## src/rtl/cbpc_pkg.sv

```systemverilog
package cbpc_pkg;

    localparam int DATA_W = 8;
    localparam int ADDR_W = 4;

    typedef enum logic [1:0] {
        CMP_NONE = 2'b00,
        CMP_LT   = 2'b01,
        CMP_GT   = 2'b10,
        CMP_EQ   = 2'b11
    } cmp_code_t;

    typedef enum logic [1:0] {
        ACT_HOLD = 2'b00,
        ACT_STEP = 2'b01,
        ACT_LOAD = 2'b10
    } pc_act_t;

    localparam logic [1:0] OP_JUMP = 2'b11;

endpackage

```

## src/rtl/cbpc_compare.sv

```systemverilog
module cbpc_compare
    import cbpc_pkg::*;
#(
    parameter int W = 8
) (
    input  logic [W-1:0] val_a,
    input  logic [W-1:0] val_b,
    output cmp_code_t    code
);

    always_comb begin
        if (val_a < val_b)
            code = CMP_LT;
        else if (val_a > val_b)
            code = CMP_GT;
        else
            code = CMP_EQ;
    end

endmodule

```

## src/rtl/cbpc_subtract.sv

```systemverilog
module cbpc_subtract #(
    parameter int W = 8
) (
    input  logic [W-1:0] minuend,
    input  logic [W-1:0] subtrahend,
    output logic [W-1:0] result
);

    logic [W:0] sum_ext;

    // Two's-complement subtract: A + ~B + 1
    always_comb begin
        sum_ext = {1'b0, minuend} + {1'b0, ~subtrahend} + {{W{1'b0}}, 1'b1};
        result  = sum_ext[W-1:0];
    end

endmodule

```

## src/rtl/cbpc_decode.sv

```systemverilog
module cbpc_decode
    import cbpc_pkg::*;
#(
    parameter int W  = 8,
    parameter int AW = 4
) (
    input  logic [W-1:0]  instr,
    input  cmp_code_t     rel,
    output logic          taken,
    output logic [AW-1:0] target
);

    localparam int OP_HI   = W - 1;
    localparam int COND_HI = W - 3;

    logic [1:0] op_fld;
    logic [1:0] cond_fld;

    always_comb begin
        op_fld   = instr[OP_HI -: 2];
        cond_fld = instr[COND_HI -: 2];
        target   = instr[AW-1:0];
        taken    = 1'b0;
        if (op_fld == OP_JUMP) begin
            unique case (cond_fld)
                2'b00:   taken = 1'b1;
                default: taken = (cond_fld == rel);
            endcase
        end
    end

endmodule

```

## src/rtl/cbpc_counter.sv

```systemverilog
module cbpc_counter
    import cbpc_pkg::*;
#(
    parameter int AW = 4
) (
    input  logic          clk,
    input  logic          rst,
    input  logic          step_en,
    input  logic          load_en,
    input  logic [AW-1:0] load_val,
    output logic [AW-1:0] count
);

    pc_act_t       act;
    logic [AW-1:0] count_nx;

    // Action select: LOAD-over-STEP, STEP-on-enable, HOLD-otherwise
    always_comb begin
        if (load_en)
            act = ACT_LOAD;
        else if (step_en)
            act = ACT_STEP;
        else
            act = ACT_HOLD;
    end

    always_comb begin
        unique case (act)
            ACT_LOAD: count_nx = load_val;
            ACT_STEP: count_nx = count + {{(AW-1){1'b0}}, 1'b1};
            default:  count_nx = count;
        endcase
    end

    always_ff @(posedge clk) begin
        if (rst)
            count <= '0;
        else
            count <= count_nx;
    end

    AST_RESET_CLEARS: assert property (@(posedge clk) rst |=> count == '0);

    AST_LOAD_TARGET: assert property (@(posedge clk) disable iff (rst)
        (!$past(rst) && $past(load_en)) |-> count == $past(load_val));

    AST_STEP_UP: assert property (@(posedge clk) disable iff (rst)
        (!$past(rst) && !$past(load_en) && $past(step_en))
            |-> count == $past(count) + {{(AW-1){1'b0}}, 1'b1});

    AST_HOLD_IDLE: assert property (@(posedge clk) disable iff (rst)
        (!$past(rst) && !$past(load_en) && !$past(step_en))
            |-> $stable(count));

endmodule

```

## src/rtl/cmp_branch_pc.sv

```systemverilog
module cmp_branch_pc
    import cbpc_pkg::*;
(
    input  logic       clk,
    input  logic       rst,
    input  logic       cnt_en,
    input  logic       jmp_stb,
    input  logic [7:0] reg_a,
    input  logic [7:0] reg_b,
    input  logic [7:0] instr,
    output logic [3:0] pc,
    output logic [1:0] cmp_code,
    output logic       jmp_taken,
    output logic [7:0] diff
);

    cmp_code_t           rel;
    logic [ADDR_W-1:0]   tgt;
    logic                load_req;

    cbpc_compare #(.W(DATA_W)) u_cmp (
        .val_a (reg_a),
        .val_b (reg_b),
        .code  (rel)
    );

    cbpc_decode #(.W(DATA_W), .AW(ADDR_W)) u_dec (
        .instr  (instr),
        .rel    (rel),
        .taken  (jmp_taken),
        .target (tgt)
    );

    cbpc_subtract #(.W(DATA_W)) u_sub (
        .minuend    (reg_a),
        .subtrahend (reg_b),
        .result     (diff)
    );

    assign load_req = jmp_stb & jmp_taken;
    assign cmp_code = rel;

    cbpc_counter #(.AW(ADDR_W)) u_pc (
        .clk      (clk),
        .rst      (rst),
        .step_en  (cnt_en),
        .load_en  (load_req),
        .load_val (tgt),
        .count    (pc)
    );

    AST_CODE_VALID: assert property (@(posedge clk) disable iff (rst)
        cmp_code != 2'b00);

    AST_TAKE_NEEDS_JUMP: assert property (@(posedge clk) disable iff (rst)
        jmp_taken |-> instr[7:6] == 2'b11);

    AST_REFUSED_STROBE: assert property (@(posedge clk) disable iff (rst)
        (jmp_stb && !jmp_taken && !cnt_en) |=> $stable(pc));

    AST_INC_IDIOM: assert property (@(posedge clk) disable iff (rst)
        (reg_b == 8'hFF) |-> diff == reg_a + 8'd1);

endmodule

```

## config.mk

```make
export PLATFORM = sky130hd
export DESIGN_NAME = cmp_branch_pc
export DESIGN_NICKNAME = d
export VERILOG_FILES = /design/src/rtl/cbpc_pkg.sv /design/src/rtl/cbpc_compare.sv /design/src/rtl/cbpc_subtract.sv /design/src/rtl/cbpc_decode.sv /design/src/rtl/cbpc_counter.sv /design/src/rtl/cmp_branch_pc.sv
export SDC_FILE = /design/constraint.sdc
export NUM_CORES = 1
export LEC_CHECK = 0
export BUFFER_PORTS_ARGS = -buffer_cell sky130_fd_sc_hd__buf_2
export CAP_MARGIN = 10
export CORE_MARGIN = 1
export CORE_UTILIZATION = 44
export DETAILED_ROUTE_END_ITERATION = 8
export GPL_TIMING_DRIVEN = 0
export PLACE_DENSITY = 0.8
export SYNTH_ARGS = -nofsm -noshare
export SYNTH_HDL_FRONTEND = slang
export SYNTH_SLANG_ARGS = --single-unit
```

## constraint.sdc

```tcl
create_clock -name clk -period 2.81 [get_ports clk]
set_clock_uncertainty 0.15 [all_clocks]
set_input_delay 0.281 -clock clk [delete_from_list [all_inputs] [get_ports clk]]
set_output_delay 0.281 -clock clk [all_outputs]
set_load 0.1 [all_outputs]
```

[Word-level counts from Yosys, hierarchy flattened]
Cells that the tools add are included.
Storage, ports and cells
  register bits: 4
  input bits: 28
Cells by class
  multiplexer cells: 7
  reductions and logical operators: 2
  $lt $le $gt $ge: 2
  eq/ne operators: 4
  bitwise operators: 2
  add/subtract/negate cells: 3
Operators with widths (count)
  $add A8 B1 Y8 const B: 1
  $add A8 B8 Y8: 1
  $gt A8 B8 Y1: 1
  $lt A8 B8 Y1: 1
  $not A8 Y8: 1
  $pmux W4 S2: 1
  $add A4 B1 Y4 const B: 1
  $eq A2 B2 Y1 const B: 2
  $mux W1: 4
  $mux W2: 2
  $eq A2 B1 Y1 const B: 1
  $eq A2 B2 Y1: 1
  $logic_not A2 Y1: 1
  $reduce_bool A2 Y1: 1
  $and A1 B1 Y1: 1

[Logic depth before layout (Yosys ltp)]
  depth after elaboration: 10
  depth in mapped cells: 9
  depth with buffers taken out: 9

[Modules after synthesis]
From an unflattened synthesis, not the netlist that was laid out.
Second synthesis, totals
  cells, all modules: 105
  area total of the unflattened synthesis: 818.3 µm²
Modules (own cells, without submodules)
  cbpc_subtract: area an instance 331.6 µm², times used 1, sequential area each 0.0 µm², cells each 43
  cbpc_compare: area an instance 215.2 µm², times used 1, sequential area each 0.0 µm², cells each 29
  cbpc_counter: area an instance 205.2 µm², times used 1, sequential area each 80.1 µm², cells each 22
  cbpc_decode: area an instance 60.1 µm², times used 1, sequential area each 0.0 µm², cells each 10
  cmp_branch_pc: area an instance 6.3 µm², times used 1, sequential area each 0.0 µm², cells each 1

[Least setup slack after synthesis]
Ideal clock, no wire load.
  path kind: input port to output port
  from: input reg_a[0]
  to: output jmp_taken
  required time: 2379 ps
  arrival: 3802 ps
  path slack: -1423 ps
  stages on the path: 9
  buffers on the path: 0
  path through: inv_1 -> ha_1 -> fa_1 -> nand2b_1 -> a211oi_1 -> nor3_2 -> inv_1 -> o21ai_0 -> a21oi_1
Between the ends
  elaborated cells between the ends (all ways): 7
RTL lines
  start, declared: RTL line cmp_branch_pc.sv:8  | input logic [7:0] reg_a,
  $lt A8 B8 Y1: RTL line cbpc_compare.sv:12  | if (val_a < val_b)
  $mux W2: RTL line cbpc_compare.sv:12
  named net cmp_code[1]: RTL line cmp_branch_pc.sv:12  | output logic [1:0] cmp_code,
  $eq A2 B2 Y1: RTL line cbpc_decode.sv:27  | default: taken = (cond_fld == rel);
  $mux W1: RTL line cbpc_decode.sv:25  | unique case (cond_fld)
  $mux W1: RTL line cbpc_decode.sv:24  | if (op_fld == OP_JUMP) begin
  end, declared: RTL line cmp_branch_pc.sv:13  | output logic jmp_taken,
The timed path passes the listed nets, and every way through them passes these cells.

[Worst setup path after layout]
  from: input reg_b[1]
  to: output diff[7]
Between the ends
  cells in the longest elaborated chain, start to end: 3
RTL lines
  start, declared: RTL line cmp_branch_pc.sv:9  | input logic [7:0] reg_b,
  $not A8 Y8: RTL line cbpc_subtract.sv:13  | sum_ext = {1'b0, minuend} + {1'b0, ~subtrahend} + {{W{1'b0}}, 1'b1};
  $add A8 B8 Y8: RTL line cbpc_subtract.sv:13
  $add A8 B1 Y8: RTL line cbpc_subtract.sv:13
  end, declared: RTL line cmp_branch_pc.sv:14  | output logic [7:0] diff
Every way passes these cells.

==> results_dict.tcl <==
set metrics [dict create \
    run_status "complete, but fails checks" \
    violations "DRC" \
    maxSlewHeadroom 0.6242 \
    vias_per_cell 5.545 \
    grt_max_degree 11 \
    cp_slowest_cell "buf_2" \
    power_leakage_nw 0.5242 \
    die_x_um 43.75 \
    reg_top3 "u_pc.count: 4 flops" \
    gp_congestion 0.7725 \
    port_buffers 40 \
    cts_inserted_buffers 3 \
    drv_slew 0 \
    clock.fmax_ghz 0.3843 \
    ff2ff_setup_slack_ps 1230 \
    setup_viol 0 \
    drv_cap 0 \
    grtUsageTotal 0.2267 \
    largest_reg_flops 4 \
    worstRegToRegCells 6 \
    path_cells "buf_2 -> inv_1 -> ha_1 -> nor2b_1 -> o21ai_0 -> a21oi_1 -> o41ai_1 -> xnor2_1 -> buf_2" \
    antenna_left 0 \
    critPathRequiredTime_ps 2380 \
    cts-root-buf "clkbuf_4" \
    drt_iter0_drc 37 \
    htreeDepth 1 \
    fin_total_pwr_mw 0.6478 \
    place_ws_ps -36.84 \
    layout-drive-gt1-share 0.4503 \
    startpoint "reg_b[1]" \
    yosysWarnings 0 \
    ir_drop_mv 0.4448 \
    die_h_um 43.75 \
    worstPathArrival_ps 2170 \
    slowest_delay_ps 440 \
    grt_pass1_vias 831 \
    period_needed_ps 2602 \
    worst_r2r_endpoint "u_pc.count[2]$_SDFFE_PP0P_" \
    postSynthAreaPerCell_sq_um 7.236 \
    area_growth_pct 46.33 \
    final_cells 167 \
    holdPathEnd "u_pc.count[3]$_SDFFE_PP0P_" \
    grt_setup_unrepaired "false" \
    overflow 0 \
    end_kind "primary output" \
    hpwl_mm 1.604 \
    cts_tree "yes" \
    synth_fp_nets 144 \
    diodes 0 \
    min_period_over_period 0.9260 \
    placed_cells 162 \
    grt_first_pass_wirelength_mm 3.332 \
    cts_sinks 4 \
    fin_nets 191 \
    clk_path_buf_depth 2 \
    num_vias 926 \
    worstSetupPathType "in -> out" \
    firstDrtPassIters 6 \
    wire_per_inst_um 11.45 \
    p_per_area_nw_per_um2 577.2 \
    io_pins 43 \
    worst_pin_slew_ps 561.7 \
    reg2reg_from "u_pc.count[0]$_SDFFE_PP0P_" \
    synth_seq_area_share 0.1044 \
    finalHoldViolations 0 \
    clk_latency_ps 250 \
    grt_antenna_before_repair 0 \
    coreArea_sq_um 1559 \
    hold_start "instr[3]" \
    crit_top_cell "buf_2" \
    worstPathMaxFanout 2 \
    cp-start-kind "primary input" \
    synth_cells 106 \
    synth_seq_cells 4 \
    syn_area_sq_um 767.0 \
    min_path_type "in -> reg" \
    layout_setup_ws_ps 207.9 \
    drc 3 \
    min_path_cells 5 \
    wl_mm 1.912 \
    rows 14 \
    final_core_util 0.7199 \
    synth.distinct_cells 30 \
    start_util 0.4920 \
    path_clk_slew_ps 30 \
    die-area_sq_um 1914 \
    largest_register "u_pc.count" \
]
-- cells in the mapped netlist --
master     n  area (sq um)
a211oi_1   2         15.01
a21bo_2    1         10.01
a21o_1     2         15.01
a21oi_1    5         25.02
clkbuf_1   2         7.510
dfxtp_1    4         80.08
fa_1       1         20.02
ha_1       9         112.6
inv_1     12         45.04
mux2_2     5         56.30
mux2i_1    1         10.01
nand2_1   11         41.29
nand2b_1   5         31.28
nand3_1    1         5.000
nand3b_1   1         7.510
nand4_1    2         12.51
nand4_2    1         12.51
nor2_1    11         41.29
nor2b_1    3         18.77
nor3_1     3         15.01
nor3_2     1         10.01
nor3b_1    1         7.510
o21ai_0    4         20.02
o221ai_1   4         35.03
o22ai_1    4         25.02
o31a_2     1         10.01
o41ai_1    1         8.760
or4_1      1         7.510
xnor2_1    6         52.55
xor2_1     1         8.760
-- stage by stage --
step,setup TNS [ps],cell area [sq um],hold slack (ps)
floorplan,-1082,862.1,416.7
global placement,0,1082,545.6
detailed placement,-36.84,1082,561.3
CTS,0,1107,306.3
global route,0,1122,332.7
finish,0,1122,306.5
-- repair_timing --
action,4_1_cts,5_1_grt
setup buffers,0,2
hold buffers,0,0
endpoints found under the setup margin,1,1
pin swaps,0,1
resized for setup,1,0
-- report_power, final --
part,internal [mW],switching (mW)
clock,0.0481,0.0285
sequential,0.0669,0.00854
combinational,0.118,0.377
-- cell usage in the layout (no fill, tap or decap), drive strengths merged, types with 5 or more instances in the layout --
cell type and count:
clkbuf 5, ha 9, nand2b 5, a21oi 5, nand2 11, buf 42
mux2 5, nor2 11, xnor2 6, inv 11
-- how the worst max path moves through the flow --
stage / endpoint / slack [ps] / cells after the start
floorplan: jmp_taken / -290 / 8
global placement: jmp_taken / 4 / 11
detailed placement: jmp_taken / -40 / 11
CTS: jmp_taken / 90 / 11
global route: diff[7] / 40 / 9
finish: diff[7] / 210 / 9
-- worst max-delay path: cells and delay by family --
kind,cells,cell delay [ps]
AO/OA/AOI/OAI,3,730
buffers and inverters,3,580
adder cells (fa/ha/maj),1,270
XOR/XNOR,1,170
AND/OR/NAND/NOR,1,130
-- layer usage --
layer	global-route usage	share of wire
met4	0.03750	0.0063
met5	0	0
met2	0.3940	0.49
met1	0.2795	0.45
met3	0.06667	0.057
-- kinds of logic after synthesis --
family,synth area share
muxes,0.08646
adders and majority gates,0.1729
AOI/OAI and AO/OA,0.2137
xor gates and xnor gates,0.07994
DFF,0.1044
and+or+nand+nor,0.2741
buffers and inverters,0.06851
-- final cells by class --
type                            instances  area (sq um)
Buffer                                  2         7.507
Sequential cell                         4         80.08
Clock buffer                            3         22.52
Multi-Input combinational cell         88         725.7
Fill cell                             152         436.7
Inverter                               12         48.80
Tap cell                               16         20.02
Timing Repair Buffer                   42         217.7
(Power assumes the default switching activity.)
